$ cat src/rtl/owm_pkg.sv
package owm_pkg;
  typedef enum logic [1:0] {
    OP_RESET = 2'b00,
    OP_WRITE = 2'b01,
    OP_READ  = 2'b10,
    OP_NONE  = 2'b11
  } op_e;
endpackage

$ cat src/rtl/owm_timing_sel.sv
module owm_timing_sel
  import owm_pkg::*;
#(
  parameter int CW           = 17,
  parameter int STD_W1L      = 750,
  parameter int STD_W0L      = 7500,
  parameter int STD_RL       = 750,
  parameter int STD_MSR      = 1875,
  parameter int STD_SLOT     = 8750,
  parameter int STD_RSTL     = 60000,
  parameter int STD_RSTH     = 36000,
  parameter int STD_RSTH_EXT = 60000,
  parameter int STD_MSP      = 8750,
  parameter int OD_W1L       = 125,
  parameter int OD_W0L       = 938,
  parameter int OD_RL        = 125,
  parameter int OD_MSR       = 250,
  parameter int OD_SLOT      = 1250,
  parameter int OD_RSTL      = 8750,
  parameter int OD_RSTH      = 5000,
  parameter int OD_RSTH_EXT  = 6000,
  parameter int OD_MSP       = 1063
) (
  input  op_e           op,
  input  logic          wr_bit,
  input  logic          fast,
  input  logic          ext_rst,
  output logic [CW-1:0] low_len,
  output logic [CW-1:0] smp_at,
  output logic [CW-1:0] total,
  output logic          smp_en
);
  logic [CW-1:0] rstl, rsth, msp, slot, w1l, w0l, rl, msr;

  // profile pick
  always_comb begin
    rstl = fast ? CW'(OD_RSTL) : CW'(STD_RSTL);
    msp  = fast ? CW'(OD_MSP)  : CW'(STD_MSP);
    slot = fast ? CW'(OD_SLOT) : CW'(STD_SLOT);
    w1l  = fast ? CW'(OD_W1L)  : CW'(STD_W1L);
    w0l  = fast ? CW'(OD_W0L)  : CW'(STD_W0L);
    rl   = fast ? CW'(OD_RL)   : CW'(STD_RL);
    msr  = fast ? CW'(OD_MSR)  : CW'(STD_MSR);
    if (fast) rsth = ext_rst ? CW'(OD_RSTH_EXT)  : CW'(OD_RSTH);
    else      rsth = ext_rst ? CW'(STD_RSTH_EXT) : CW'(STD_RSTH);
  end

  always_comb begin
    low_len = CW'(1);
    smp_at  = '0;
    total   = CW'(1);
    smp_en  = 1'b0;
    case (op)
      OP_RESET: begin
        low_len = rstl;
        smp_at  = rstl + msp;
        total   = rstl + rsth;
        smp_en  = 1'b1;
      end
      OP_WRITE: begin
        low_len = wr_bit ? w1l : w0l;
        total   = slot;
      end
      OP_READ: begin
        low_len = rl;
        smp_at  = msr;
        total   = slot;
        smp_en  = 1'b1;
      end
      default: ;
    endcase
  end
endmodule

$ cat src/rtl/owm_phase_ctr.sv
module owm_phase_ctr #(
  parameter int CW = 17
) (
  input  logic          clk,
  input  logic          rst_n,
  input  logic          start,
  input  logic [CW-1:0] total,
  output logic [CW-1:0] cnt,
  output logic          busy,
  output logic          last
);
  logic [CW-1:0] cnt_q, cnt_d;
  logic          busy_q, busy_d;

  assign last = busy_q && (cnt_q == total - CW'(1));

  always_comb begin
    cnt_d  = cnt_q;
    busy_d = busy_q;
    if (start) begin
      cnt_d  = '0;
      busy_d = 1'b1;
    end else if (last) begin
      busy_d = 1'b0;
    end else if (busy_q) begin
      cnt_d = cnt_q + CW'(1);
    end
  end

  always_ff @(posedge clk or negedge rst_n) begin
    if (!rst_n) begin
      cnt_q  <= '0;
      busy_q <= 1'b0;
    end else begin
      cnt_q  <= cnt_d;
      busy_q <= busy_d;
    end
  end

  assign cnt  = cnt_q;
  assign busy = busy_q;

  // a running operation advances one step per cycle, whatever arrives
  assert_count_step_R2: assert property (@(posedge clk) disable iff (!rst_n)
    (busy_q && !last) |=> (busy_q && cnt_q == $past(cnt_q) + CW'(1)));
endmodule

$ cat src/rtl/owm_sampler.sv
module owm_sampler (
  input  logic clk,
  input  logic rst_n,
  input  logic hit,
  input  logic is_reset,
  input  logic line,
  output logic presence,
  output logic rd_bit
);
  logic pres_q, pres_d, bit_q, bit_d;

  always_comb begin
    pres_d = pres_q;
    bit_d  = bit_q;
    if (hit && is_reset)  pres_d = !line;
    if (hit && !is_reset) bit_d  = line;
  end

  always_ff @(posedge clk or negedge rst_n) begin
    if (!rst_n) begin
      pres_q <= 1'b0;
      bit_q  <= 1'b0;
    end else begin
      pres_q <= pres_d;
      bit_q  <= bit_d;
    end
  end

  assign presence = pres_q;
  assign rd_bit   = bit_q;

  // results change only at a sample edge
  assert_hold_no_hit_R7: assert property (@(posedge clk) disable iff (!rst_n)
    !hit |=> ($stable(pres_q) && $stable(bit_q)));
endmodule

$ cat src/rtl/owm_bit_engine.sv
module owm_bit_engine
  import owm_pkg::*;
#(
  parameter int STD_W1L      = 750,
  parameter int STD_W0L      = 7500,
  parameter int STD_RL       = 750,
  parameter int STD_MSR      = 1875,
  parameter int STD_SLOT     = 8750,
  parameter int STD_RSTL     = 60000,
  parameter int STD_RSTH     = 36000,
  parameter int STD_RSTH_EXT = 60000,
  parameter int STD_MSP      = 8750,
  parameter int OD_W1L       = 125,
  parameter int OD_W0L       = 938,
  parameter int OD_RL        = 125,
  parameter int OD_MSR       = 250,
  parameter int OD_SLOT      = 1250,
  parameter int OD_RSTL      = 8750,
  parameter int OD_RSTH      = 5000,
  parameter int OD_RSTH_EXT  = 6000,
  parameter int OD_MSP       = 1063
) (
  input  logic       clk,
  input  logic       rst_n,
  input  logic       cmd_valid,
  input  logic [1:0] cmd_op,
  input  logic       cmd_bit,
  input  logic       cmd_fast,
  input  logic       cmd_ext_rst,
  input  logic       bus_in,
  output logic       bus_pull,
  output logic       busy,
  output logic       done,
  output logic       presence,
  output logic       rd_bit
);
  localparam int STD_MAX = STD_RSTL + STD_RSTH_EXT;
  localparam int OD_MAX  = OD_RSTL + OD_RSTH_EXT;
  localparam int CW      = $clog2((STD_MAX > OD_MAX ? STD_MAX : OD_MAX) + 1) + 1;

  op_e           op_q, op_d;
  logic          bit_q, bit_d, fast_q, fast_d, ext_q, ext_d;
  logic          pull_q, pull_d, done_q, done_d;
  logic          start, last, smp_en, hit;
  logic [CW-1:0] cnt, low_len, smp_at, total;

  assign start = cmd_valid && !busy && (op_e'(cmd_op) != OP_NONE);

  // command capture, enabled by start
  always_comb begin
    op_d   = op_q;
    bit_d  = bit_q;
    fast_d = fast_q;
    ext_d  = ext_q;
    if (start) begin
      op_d   = op_e'(cmd_op);
      bit_d  = cmd_bit;
      fast_d = cmd_fast;
      ext_d  = cmd_ext_rst;
    end
  end

  owm_timing_sel #(
    .CW(CW),
    .STD_W1L(STD_W1L), .STD_W0L(STD_W0L), .STD_RL(STD_RL), .STD_MSR(STD_MSR),
    .STD_SLOT(STD_SLOT), .STD_RSTL(STD_RSTL), .STD_RSTH(STD_RSTH),
    .STD_RSTH_EXT(STD_RSTH_EXT), .STD_MSP(STD_MSP),
    .OD_W1L(OD_W1L), .OD_W0L(OD_W0L), .OD_RL(OD_RL), .OD_MSR(OD_MSR),
    .OD_SLOT(OD_SLOT), .OD_RSTL(OD_RSTL), .OD_RSTH(OD_RSTH),
    .OD_RSTH_EXT(OD_RSTH_EXT), .OD_MSP(OD_MSP)
  ) timing_i (
    .op(op_q), .wr_bit(bit_q), .fast(fast_q), .ext_rst(ext_q),
    .low_len(low_len), .smp_at(smp_at), .total(total), .smp_en(smp_en)
  );

  owm_phase_ctr #(.CW(CW)) phase_i (
    .clk(clk), .rst_n(rst_n), .start(start), .total(total),
    .cnt(cnt), .busy(busy), .last(last)
  );

  assign hit = busy && smp_en && (cnt == smp_at);

  owm_sampler sampler_i (
    .clk(clk), .rst_n(rst_n), .hit(hit), .is_reset(op_q == OP_RESET),
    .line(bus_in), .presence(presence), .rd_bit(rd_bit)
  );

  // pulldown for cycles 0 .. L-1 after the accepting edge
  always_comb begin
    pull_d = 1'b0;
    if (start)                    pull_d = 1'b1;
    else if (busy && !last)       pull_d = (cnt + CW'(1)) < low_len;
    done_d = last;
  end

  always_ff @(posedge clk or negedge rst_n) begin
    if (!rst_n) begin
      op_q   <= OP_NONE;
      bit_q  <= 1'b0;
      fast_q <= 1'b0;
      ext_q  <= 1'b0;
      pull_q <= 1'b0;
      done_q <= 1'b0;
    end else begin
      op_q   <= op_d;
      bit_q  <= bit_d;
      fast_q <= fast_d;
      ext_q  <= ext_d;
      pull_q <= pull_d;
      done_q <= done_d;
    end
  end

  assign bus_pull = pull_q;
  assign done     = done_q;

  assert_pull_in_op_R3: assert property (@(posedge clk) disable iff (!rst_n)
    bus_pull |-> busy);
  assert_pull_at_start_R6: assert property (@(posedge clk) disable iff (!rst_n)
    $rose(busy) |-> bus_pull);
  assert_done_single_R8: assert property (@(posedge clk) disable iff (!rst_n)
    done |=> !done);
  assert_done_on_end_R8: assert property (@(posedge clk) disable iff (!rst_n)
    $fell(busy) |-> done);
endmodule

$ cat config.mk
export PLATFORM = sky130hd
export DESIGN_NAME = owm_bit_engine
export DESIGN_NICKNAME = d
export VERILOG_FILES = /design/src/rtl/owm_pkg.sv /design/src/rtl/owm_timing_sel.sv /design/src/rtl/owm_phase_ctr.sv /design/src/rtl/owm_sampler.sv /design/src/rtl/owm_bit_engine.sv
export SDC_FILE = /design/constraint.sdc
export NUM_CORES = 1
export LEC_CHECK = 0
export BUFFER_PORTS_ARGS = -buffer_cell sky130_fd_sc_hd__buf_2
export CORE_UTILIZATION = 55
export DETAILED_ROUTE_END_ITERATION = 6
export GPL_TIMING_DRIVEN = 0
export PLACE_DENSITY = 0.72
export SYNTH_ARGS = -nofsm -noshare
export SYNTH_HDL_FRONTEND = slang
export SYNTH_SLANG_ARGS = --single-unit
$ cat constraint.sdc
create_clock -name clk -period 3.7 [get_ports clk]
set_input_delay 0 -clock clk [delete_from_list [all_inputs] [get_ports clk]]
set_output_delay 0 -clock clk [all_outputs]
set_load 0.01 [all_outputs]
==> flow_summary_export.csv, run 1 <==
group,metric,value,unit
route,drt_iter0_drc,209,
timing,fin_skew,0.00328,ns
setup_path,r2r-start,"op_q[0]$_DFFE_PN1P_",
setup_path,path_class,"flip-flop to flip-flop",
power_and_ir_drop,netSwitchingPower,0.000116,W
setup_path,worstPathMaxFanout,10,
logic_synthesis,synth_most_common_cell,"nand2_1",
global_routing,grt_pass1_vias,3112,
placement,gp_congestion,0.999,
setup_path,crit_buf_inv,5,
run,maxCapViolCount,0,
power_and_ir_drop,seqPwrFrac,53.2,%
global_routing,overflow,0,
final_layout,final.fill_count,549,
setup_path,cpPeakStageDelay,0.59,ns
route,first_pass_iters,5,
clock_network,clock_latency,0.28,ns
power_and_ir_drop,ir_worst_vdd,0.127,mV
hold_path,hold_path_depth,4,
hold_path,whs_endpoint,"phase_i.cnt[5]$_DFFE_PN0P_",
power_and_ir_drop,pwr-share-clk,43.8,%
route,ant_nets,0,
setup_path,crit_slowest_cell,"dfstp_2",
route,viasPerCell,6.45,
global_routing,grt_max_degree,29,
timing,max_freq,281,MHz
logic_synthesis,synth_cell_types,67,
setup_path,crit_family,"compound AO/OA/AOI/OAI gates",
setup_path,crit_path_start,"op_q[0]$_DFFE_PN1P_",
logic_synthesis,synthTopCellsByArea,"dfrtp_1 20%, ha_1 9.9%, xnor2_1 4.3%",
logic_synthesis,synth.cell_area,3280,sq um
floorplanning,initial_core_util,58.4,%
clock_network,root_buffer,"clkbuf_8",
clock_network,cts_tree,"built",
clock_network,clock-sinks,28,
timing,worstMarginPinSlew,0.723,ns
final_layout,nets,482,
logic_synthesis,ys_top_cells_by_count,"36 x nand2_1, 26 x dfrtp_1, 26 x ha_1",
logic_synthesis,ys_ff_latch,28,
timing,period_share,96.1,%
timing,setup_viol,0,
setup_path,endpoint_kind,"flip-flop",
run_status,status,"complete, no violations",
final_layout,multiInputGateArea,2330,sq um
power_and_ir_drop,swShare,20.1,%
floorplanning,die-area,6270,sq um
global_routing,grt_first_pass_wirelength,15.7,mm
floorplanning,dieHeight,79.2,um
timing,max-slew-margin-rel,51.3,%
global_routing,track_usage,32.6,%
timing,post-route-min-period,3.56,ns
logic_synthesis,syn-num-nets,456,
setup_path,startpoint_type,"flip-flop",
power_and_ir_drop,combPwrFrac,3.0,%
final_layout,seqCellArea,703,sq um
logic_synthesis,synth_edf_count,0,
floorplanning,core-area,5610,sq um
timing,report.final.slew_viol_count,0,
floorplanning,die_w,79.2,um
timing,hold_violations,0,
setup_path,r2r_setup_slack,0.14,ns
route,drt_drc_violations_left,0,
setup_path,r2r_end,"phase_i.cnt[4]$_DFFE_PN0P_",
final_layout,drive_above_1_share,12.6,%
logic_synthesis,synth.top_cell.area_share,19.9,%
logic_synthesis,avgSynthCellArea,7.78,sq um
setup_path,rr_worst_depth,14,
hold_path,hold_start,"cmd_valid",
setup_path,crit_chain,"inv_1 -> ha_2 -> clkbuf_4 -> nor3_1 -> o21a_1 -> o2111ai_2 -> a2111oi_4 -> o2111ai_2 -> o31ai_4 -> buf_4 -> buf_6 -> buf_6 -> o211ai_1 -> o31ai_1",
logic_synthesis,syn_inst,421,
floorplanning,pin_count,14,
power_and_ir_drop,p_int,0.000459,W
route,vias,3343,
setup_path,cp.arrival,3.75,ns
placement,port_buffers,13,
power_and_ir_drop,p_leak,1.32,nW
final_layout,fin_area,3600,sq um
logic_synthesis,synth_area_leader_cell,"dfrtp_1",
logic_synthesis,async_flop_share,100,%
power_and_ir_drop,powerDensity,160,nW/um^2
setup_path,required,3.89,ns
clock_network,max-clock-path-buffers,2,
logic_synthesis,synth-seq-area-share,21.5,%
clock_network,numCtsBuffers,3,
floorplanning,rows,27,
clock_network,htree_levels,1,
placement,place_area,3430,sq um
final_layout,area_growth,9.81,%
final_layout,diodes,0,
logic_synthesis,ys_warn_count,0,
route,drt-total-wl,9.77,mm
placement,place_hpwl,7.24,mm
logic_synthesis,synth_flop_cell,"dfrtp_1",
clock_network,clkSlewWorstSetupHoldPaths,0.10,ns
hold_path,hp-class,"input port to flip-flop",
route,routedWlPerCell,18.9,um
timing,worst_hold_slack,0.188,ns
global_routing,antenna_found_initial,1,
==> worst register-to-register path, stage by stage, from the launching register on <==
cell and delay [ns]:
dfstp_2 0.59, inv_1 0.10, ha_2 0.36, clkbuf_4 0.21, nor3_1 0.25, o21a_1 0.17
o2111ai_2 0.19, a2111oi_4 0.42, o2111ai_2 0.22, o31ai_4 0.25, buf_4 0.20, buf_6 0.15
buf_6 0.16, o211ai_1 0.09, o31ai_1 0.10
==> cells in the final DEF, fill, tap and decap left out, types with 4 or more instances in the layout <==
cell,synthesis,routed
a211oi_1,6,6
mux2i_1,5,5
nor3_1,12,12
dfrtp_1,26,26
buf_6,4,4
o21ai_1,4,4
clkbuf_1,17,17
or3_1,8,8
xor2_1,9,9
xnor2_1,16,16
or2_2,4,4
a21o_1,5,5
buf_1,5,5
nor4_1,4,4
nor2b_1,9,9
nor2_1,25,25
inv_1,22,22
nand3_1,21,21
and3_1,6,6
o31ai_1,11,11
nand2_1,36,36
o21ai_0,24,24
or4_1,4,4
ha_1,26,25
nand4_1,5,5
nand3b_1,4,4
nand4b_1,4,4
nand2b_1,5,5
o211ai_1,6,6
a21oi_1,22,22
dlygate4sd3_1,0,7
buf_2,10,22
==> flip-flops by register name, indices dropped and copies added (netlist names) <==
| name | count |
|---|---|
| bit_q | 1 |
| sampler_i.rd_bit | 1 |
| bus_pull | 1 |
| phase_i.busy | 1 |
| sampler_i.presence | 1 |
| done | 1 |
| fast_q | 1 |
| phase_i.cnt | 18 |
| ext_q | 1 |
| op_q | 2 |
==> cell type report <==
type | instances | share of cell area [%]
Buffer | 36 | 5.01
Clock buffer | 3 | 1.15
Clock inverter | 1 | 0.834
Inverter | 22 | 2.29
Multi-Input combinational cell | 335 | 64.7
Sequential cell | 28 | 19.5
Tap cell | 72 | 2.50
Timing Repair Buffer | 21 | 3.96
==> worst max path at each step <==
| stage | cells past startpoint | end | slack [ns] |
|---|---|---|---|
| 6_report | 14 | phase_i.cnt[4]$_DFFE_PN0P_ | 0.14 |
| 5_1_grt | 13 | phase_i.cnt[2]$_DFFE_PN0P_ | -0.002 |
| 4_1_cts | 13 | phase_i.cnt[8]$_DFFE_PN0P_ | 0.08 |
| 3_5_place_dp | 13 | phase_i.cnt[8]$_DFFE_PN0P_ | 0.13 |
| 3_3_place_gp | 13 | phase_i.cnt[8]$_DFFE_PN0P_ | 0.1 |
| 2_1_floorplan | 13 | phase_i.cnt[3]$_DFFE_PN0P_ | 0.69 |
==> through the flow <==
step	setup WS [ns]	setup TNS (ns)	cells	utilization [%]	total power [W]
4_1_cts	0.0801	0	517	63.7	0.000577
6_report	0.143	0	518	64.2	0.000575
2_1_floorplan	0.685	0	421	-	0.000312
3_5_place_dp	0.130	0	506	61.2	0.000324
5_1_grt	-0.00227	-0.00227	518	64.2	0.000586
3_3_place_gp	0.0954	0	506	61.2	0.000323
==> cells by family (layout without fill, tap and decap cells) <==
| logic type | count (synthesis) | in the layout | synth area share (%) |
|---|---|---|---|
| AND/OR/NAND/NOR | 157 | 157 | 25.4 |
| AO/OA/AOI/OAI | 121 | 121 | 26.7 |
| buffers and inverters | 58 | 83 | 7.94 |
| flip-flops | 28 | 28 | 21.5 |
| adder cells (fa/ha/maj) | 26 | 26 | 9.93 |
| XOR/XNOR | 25 | 25 | 6.68 |
| multiplexers | 6 | 6 | 1.87 |
==> power groups by stage <==
stage	clock, W	sequential (W)	combinational, W
4_1_cts	0.000254	0.000306	0.0000175
3_5_place_dp	0	0.000312	0.0000118
3_3_place_gp	0	0.000312	0.0000114
2_1_floorplan	0	0.000312	0.000000421
5_1_grt	0.000261	0.000306	0.0000196
6_report	0.000252	0.000306	0.0000170
==> per-layer routing <==
layer / global-route usage, % / vias to the layer above / routed length, um
met1: 45.6 / 1582 / 4420
met2: 52.2 / 142 / 4470
met5: 0 / - / 0
met4: 11.6 / 0 / 269
li1: - / 1592 / -
met3: 2.87 / 27 / 613
==> what timing repair did <==
action	CTS	global route
hold buffers	7	0
endpoints found under the hold margin	33	0
buffers inserted	0	1
resized for setup	0	4
endpoints found under the setup margin	0	16
(Power assumes the default switching activity.)
==> inputs of run 2 (changes only) <==
==> constraint.sdc (replaced) <==
create_clock -name clk -period 3.6 [get_ports clk]
set_input_delay 0 -clock clk [delete_from_list [all_inputs] [get_ports clk]]
set_output_delay 0 -clock clk [all_outputs]
set_load 0.01 [all_outputs]
==> flow_summary_export.csv, run 2 (same netlist as run 1, synthesis figures left out) <==
group,metric,value,unit
final_layout,finalNonFillerCells,518,
timing,post-route-min-period,3.48,ns
clock_network,clkSlewWorstSetupHoldPaths,0.11,ns
timing,fin_skew,0.00516,ns
clock_network,cts_tree,"built",
power_and_ir_drop,power.total,0.000591,W
global_routing,track_usage,32.7,%
route,first_pass_iters,5,
placement,dp_cells,506,
route,drt_drc_violations_left,0,
timing,setup_viol,0,
hold_path,hp-class,"input port to flip-flop",
final_layout,final_common_cell,"nand2_1",
placement,place_area,3430,sq um
timing,hold_violations,0,
timing,finalSetupTns,0,ns
setup_path,worstPathMaxFanout,10,
timing,rsz0062_at_grt,"yes",
timing,max_freq,287,MHz
floorplanning,initial_core_util,58.4,%
clock_network,clock-sinks,28,
power_and_ir_drop,powerDensity,164,nW/um^2
placement,port_buffers,13,
setup_path,crit_family,"simple AND/OR/NAND/NOR gates",
final_layout,largest_register_ffs,18,
final_layout,fin_area,3610,sq um
final_layout,diodes,0,
timing,worstMarginPinSlew,0.729,ns
timing,report.final.slew_viol_count,0,
clock_network,htree_levels,1,
clock_network,max-clock-path-buffers,2,
final_layout,drive_above_1_share,13.7,%
global_routing,grt_pass1_vias,3116,
route,viasPerCell,6.46,
setup_path,endpoint_kind,"flip-flop",
clock_network,root_buffer,"clkbuf_8",
setup_path,crit_chain,"inv_1 -> ha_2 -> clkbuf_4 -> nand2_1 -> o32ai_1 -> xnor2_1 -> mux2i_1 -> o221ai_2 -> o31ai_4 -> buf_4 -> or4b_2 -> nand2_1",
setup_path,startpoint_type,"flip-flop",
setup_path,cp.arrival,3.71,ns
route,drt_iter0_drc,295,
route,drt-total-wl,9.87,mm
final_layout,mostFrequentLayoutCells,"36 x nand2_1, 26 x dfrtp_1, 25 x nor2_1, 25 x ha_1, 24 x o21ai_0",
timing,setup_ws,0.119,ns
route,ant_nets,0,
placement,place_hpwl,7.24,mm
floorplanning,pin_count,14,
final_layout,nets,482,
clock_network,clock_latency,0.28,ns
route,routedWlPerCell,19.0,um
run_status,status,"complete, no violations",
setup_path,cp_common_cell,"nand2_1",
floorplanning,core-area,5610,sq um
route,vias,3348,
placement,gp_congestion,0.999,
floorplanning,die_w,79.2,um
timing,period_share,96.7,%
run,maxCapViolCount,0,
global_routing,grt_max_degree,29,
floorplanning,dieHeight,79.2,um
setup_path,path_class,"flip-flop to flip-flop",
global_routing,antenna_found_initial,0,
floorplanning,die-area,6270,sq um
placement,place_ws,0.0300,ns
clock_network,numCtsBuffers,3,
global_routing,overflow,0,
setup_path,required,3.82,ns
global_routing,grt_first_pass_wirelength,15.8,mm
power_and_ir_drop,p_leak,1.33,nW
power_and_ir_drop,ir_worst_vdd,0.129,mV
setup_path,crit_buf_inv,3,
final_layout,area_growth,10.3,%
setup_path,cpPeakStageDelay,0.61,ns
timing,max-slew-margin-rel,51.0,%
floorplanning,rows,27,
setup_path,crit_slowest_cell,"or4b_2",
run 2: cell types whose count changed in the layout (fill, tap and decap cells not counted):
cell	delta
nor3_1	-1
buf_1	-3
o22ai_1	-1
clkbuf_2	+3
o22ai_2	+1
nor3_2	+1
run 2: worst paths after layout:
check / startpoint / endpoint / slack [ns] / cells past startpoint
min in group asynchronous: rst_n / ext_q$_DFFE_PN0P_ / 0.27 / 2
setup / recovery: op_q[0]$_DFFE_PN1P_ / phase_i.cnt[6]$_DFFE_PN0P_ / 0.12 / 12
setup reg to reg: op_q[0]$_DFFE_PN1P_ / phase_i.cnt[6]$_DFFE_PN0P_ / 0.12 / 12
max in group asynchronous: rst_n / phase_i.cnt[3]$_DFFE_PN0P_ / 2.89 / 2
hold reg to reg: sampler_i.rd_bit$_DFFE_PN0P_ / sampler_i.rd_bit$_DFFE_PN0P_ / 0.51 / 1
hold / removal: cmd_valid / phase_i.cnt[5]$_DFFE_PN0P_ / 0.19 / 4
run 2: metal layers:
metal | up-vias | share of wire (%) | global-route usage (%)
met5 | - | 0 | 0
met4 | 0 | 3.3 | 11.8
met3 | 33 | 5.6 | 3.33
met2 | 133 | 45 | 52.5
met1 | 1591 | 46 | 45.4
li1 | 1591 | - | -
run 2: what timing repair did:
action,CTS,global route
resized for setup,1,8
hold endpoints to repair,33,0
buffers inserted,1,0
hold buffers,7,0
pin swaps,1,1
endpoints found under the setup margin,5,17
run 2: per-stage QoR:
step                utilization [%]  hold WS [ns]
floorplan                         -        -0.296
global placement               61.2        0.0554
detailed placement             61.2        0.0692
CTS                            63.9         0.189
global route                   64.4         0.210
finish                         64.4         0.187
run 2: layout make-up:
| type | count | area, sq um |
|---|---|---|
| Clock buffer | 3 | 41.3 |
| Tap cell | 72 | 90.1 |
| Multi-Input combinational cell | 335 | 2340 |
| Fill cell | 550 | 1990 |
| Timing Repair Buffer | 21 | 143 |
| Inverter | 22 | 82.6 |
| Buffer | 36 | 184 |
| Clock inverter | 1 | 30.0 |
| Sequential cell | 28 | 703 |
run 2: worst min-delay path, cell delays in order:
cell	delay (ns)
buf_2	0.08
nand3_1	0.17
nand2_1	0.12
mux2i_1	0.06
run 2: power breakdown:
| part | switching (W) | internal (W) | total (W) |
|---|---|---|---|
| registers | 0 | 0.000314 | 0.000314 |
| logic | 0.00000941 | 0.00000819 | 0.0000176 |
| clock network | 0.000110 | 0.000149 | 0.000259 |
==> inputs of run 3 (changes only) <==
--- a/config.mk
+++ b/config.mk
@@ -9,7 +9,7 @@
 export CORE_UTILIZATION = 55
 export DETAILED_ROUTE_END_ITERATION = 6
 export GPL_TIMING_DRIVEN = 0
-export PLACE_DENSITY = 0.72
+export PLACE_DENSITY = 0.75
 export SYNTH_ARGS = -nofsm -noshare
 export SYNTH_HDL_FRONTEND = slang
 export SYNTH_SLANG_ARGS = --single-unit
==> constraint.sdc (replaced) <==
create_clock -name clk -period 2.88 [get_ports clk]
set_input_delay 0 -clock clk [delete_from_list [all_inputs] [get_ports clk]]
set_output_delay 0 -clock clk [all_outputs]
set_load 0.01 [all_outputs]
==> flow_summary_export.csv, run 3 (same netlist as run 1, synthesis figures left out) <==
group,metric,value,unit
power_and_ir_drop,p_leak,1.52,nW
placement,dp_cells,506,
clock_network,clock-sinks,28,
final_layout,fin_area,4120,sq um
placement,gp_congestion,0.998,
timing,setup_ws,-0.477,ns
timing,period_share,117,%
power_and_ir_drop,p_int,0.000590,W
setup_path,r2r_end,"phase_i.cnt[3]$_DFFE_PN0P_",
timing,post-route-min-period,3.36,ns
floorplanning,pin_count,14,
global_routing,track_usage,34.2,%
run_status,status,"finished, violations left",
floorplanning,core-area,5610,sq um
clock_network,clkSlewWorstSetupHoldPaths,0.11,ns
timing,max_freq,298,MHz
route,vias,3663,
setup_path,required,3.05,ns
route,viasPerCell,6.83,
placement,place_ws,-0.617,ns
clock_network,root_buffer,"clkbuf_8",
route,routedWlPerCell,20.2,um
power_and_ir_drop,pwr-share-clk,44.5,%
final_layout,multiInputGateArea,2600,sq um
setup_path,rr_worst_depth,13,
setup_path,worstPathMaxFanout,8,
placement,port_buffers,13,
power_and_ir_drop,netSwitchingPower,0.000158,W
clock_network,max-clock-path-buffers,2,
run,maxCapViolCount,0,
route,ant_nets,0,
final_layout,final.fill_count,406,
timing,rsz0062_at_grt,"yes",
route,drt-total-wl,10.8,mm
setup_path,path_class,"flip-flop to flip-flop",
timing,setup_viol,20,
timing,fin_skew,0.00662,ns
floorplanning,initial_core_util,58.4,%
power_and_ir_drop,combPwrFrac,3.0,%
floorplanning,rows,27,
global_routing,grt_max_degree,29,
hold_path,hp-class,"input port to flip-flop",
timing,worst_hold_slack,0.222,ns
clock_network,cts_tree,"built",
final_layout,seqCellArea,704,sq um
final_layout,drive_above_1_share,27.6,%
global_routing,antenna_found_initial,0,
clock_network,numCtsBuffers,3,
final_layout,diodes,0,
global_routing,grt_first_pass_wirelength,16.5,mm
floorplanning,die_w,79.2,um
placement,place_hpwl,7.20,mm
setup_path,endpoint,"phase_i.cnt[3]$_DFFE_PN0P_",
final_layout,nets,500,
global_routing,overflow,0,
route,drt_iter0_drc,420,
power_and_ir_drop,powerDensity,181,nW/um^2
floorplanning,dieHeight,79.2,um
timing,report.final.slew_viol_count,0,
floorplanning,die-area,6270,sq um
final_layout,mostFrequentLayoutCells,"36 x nand2_1, 25 x dfrtp_1, 22 x nor2_1, 21 x ha_1, 20 x a21oi_1",
route,first_pass_iters,7,
setup_path,startpoint_type,"flip-flop",
final_layout,final_common_cell,"nand2_1",
power_and_ir_drop,ir_worst_vdd,0.179,mV
global_routing,grt_pass1_vias,3311,
setup_path,cp.arrival,3.52,ns
clock_network,htree_levels,1,
setup_path,r2r_setup_slack,-0.48,ns
setup_path,cpPeakStageDelay,0.59,ns
power_and_ir_drop,swShare,21.1,%
timing,max-slew-margin-rel,54.9,%
route,drt_drc_violations_left,1,
timing,worstMarginPinSlew,0.676,ns
setup_path,crit_slowest_cell,"dfstp_2",
setup_path,crit_chain,"inv_4 -> ha_4 -> clkbuf_16 -> nor2_1 -> o21ai_0 -> or4_4 -> a22oi_2 -> o2111ai_2 -> o31ai_4 -> buf_6 -> buf_8 -> o211ai_1 -> o31ai_1",
placement,place_area,3490,sq um
timing,hold_violations,0,
final_layout,largest_register_ffs,18,
final_layout,finalNonFillerCells,536,
final_layout,final_util,73.5,%
run_status,violations,"design-rule violations, negative setup slack",
setup_path,endpoint_kind,"flip-flop",
setup_path,r2r-start,"op_q[1]$_DFFE_PN1P_",
setup_path,crit_path_start,"op_q[1]$_DFFE_PN1P_",
final_layout,area_growth,25.8,%
clock_network,clock_latency,0.29,ns
power_and_ir_drop,seqPwrFrac,52.5,%
-- run 3: changes by cell type in the layout (fill, tap and decap cells not counted), moves of 4 or more --
cell	delta
buf_4	+18
o21ai_2	+5
buf_6	+5
ha_1	-4
clkbuf_1	-5
o21ai_0	-5
ha_4	+4
-- run 3: how the worst min path moves through the flow --
stage / start / end / slack, ns / cells past startpoint
4_1_cts: cmd_valid / phase_i.cnt[16]$_DFFE_PN0P_ / 0.18 / 4
5_1_grt: cmd_valid / phase_i.cnt[5]$_DFFE_PN0P_ / 0.21 / 4
2_1_floorplan: rst_n / bit_q$_DFFE_PN0P_ / -0.30 / 0
3_5_place_dp: rst_n / phase_i.cnt[11]$_DFFE_PN0P_ / 0.07 / 1
3_3_place_gp: rst_n / phase_i.cnt[11]$_DFFE_PN0P_ / 0.05 / 1
6_report: cmd_valid / phase_i.cnt[5]$_DFFE_PN0P_ / 0.22 / 4
-- run 3: stage by stage --
| step | TNS, ns | total power [W] |
|---|---|---|
| 2_1_floorplan | 0 | 0.000401 |
| 3_3_place_gp | -10.21 | 0.000415 |
| 3_5_place_dp | -10.53 | 0.000416 |
| 4_1_cts | -4.37 | 0.000748 |
| 5_1_grt | -7.86 | 0.000760 |
| 6_report | -6.15 | 0.000748 |
-- run 3: what timing repair did --
| action | CTS | global route |
|---|---|---|
| setup buffers | 15 | 4 |
| hold buffers | 7 | 0 |
| hold endpoints to repair | 33 | 0 |
| cloned | 1 | 1 |
| resized for setup | 59 | 20 |
| pin swaps | 16 | 9 |
| endpoints found under the setup margin | 22 | 23 |
-- run 3: worst max-delay path, delay by kind of cell (launching register included) --
kind | cells | cell delay (ns)
compound gates | 6 | 1.13
simple gates | 2 | 0.64
flops | 1 | 0.59
buf+inv | 4 | 0.58
fa+ha+maj | 1 | 0.29
-- run 3: power groups by stage --
stage | clock network (W) | logic (W) | registers [W]
5_1_grt | 0.000341 | 0.0000256 | 0.000393
6_report | 0.000333 | 0.0000225 | 0.000393
2_1_floorplan | 0 | 0.000000540 | 0.000401
3_5_place_dp | 0 | 0.0000152 | 0.000401
4_1_cts | 0.000333 | 0.0000224 | 0.000393
3_3_place_gp | 0 | 0.0000146 | 0.000401
-- run 3: per-layer routing --
metal	global-route usage (%)	wire length, um	share of wire, %
met5	0	0	0
met4	15.5	429	4.0
met2	55.6	5140	48
met1	45.1	4300	40
met3	4.14	935	8.6
-- run 3: layout make-up --
cell class | count | area share (%)
Clock buffer | 3 | 1.00
Timing Repair Buffer | 41 | 8.19
Tap cell | 72 | 2.18
Inverter | 22 | 2.21
Buffer | 34 | 5.49
Sequential cell | 28 | 17.1
Clock inverter | 1 | 0.728
Multi-Input combinational cell | 335 | 63.1
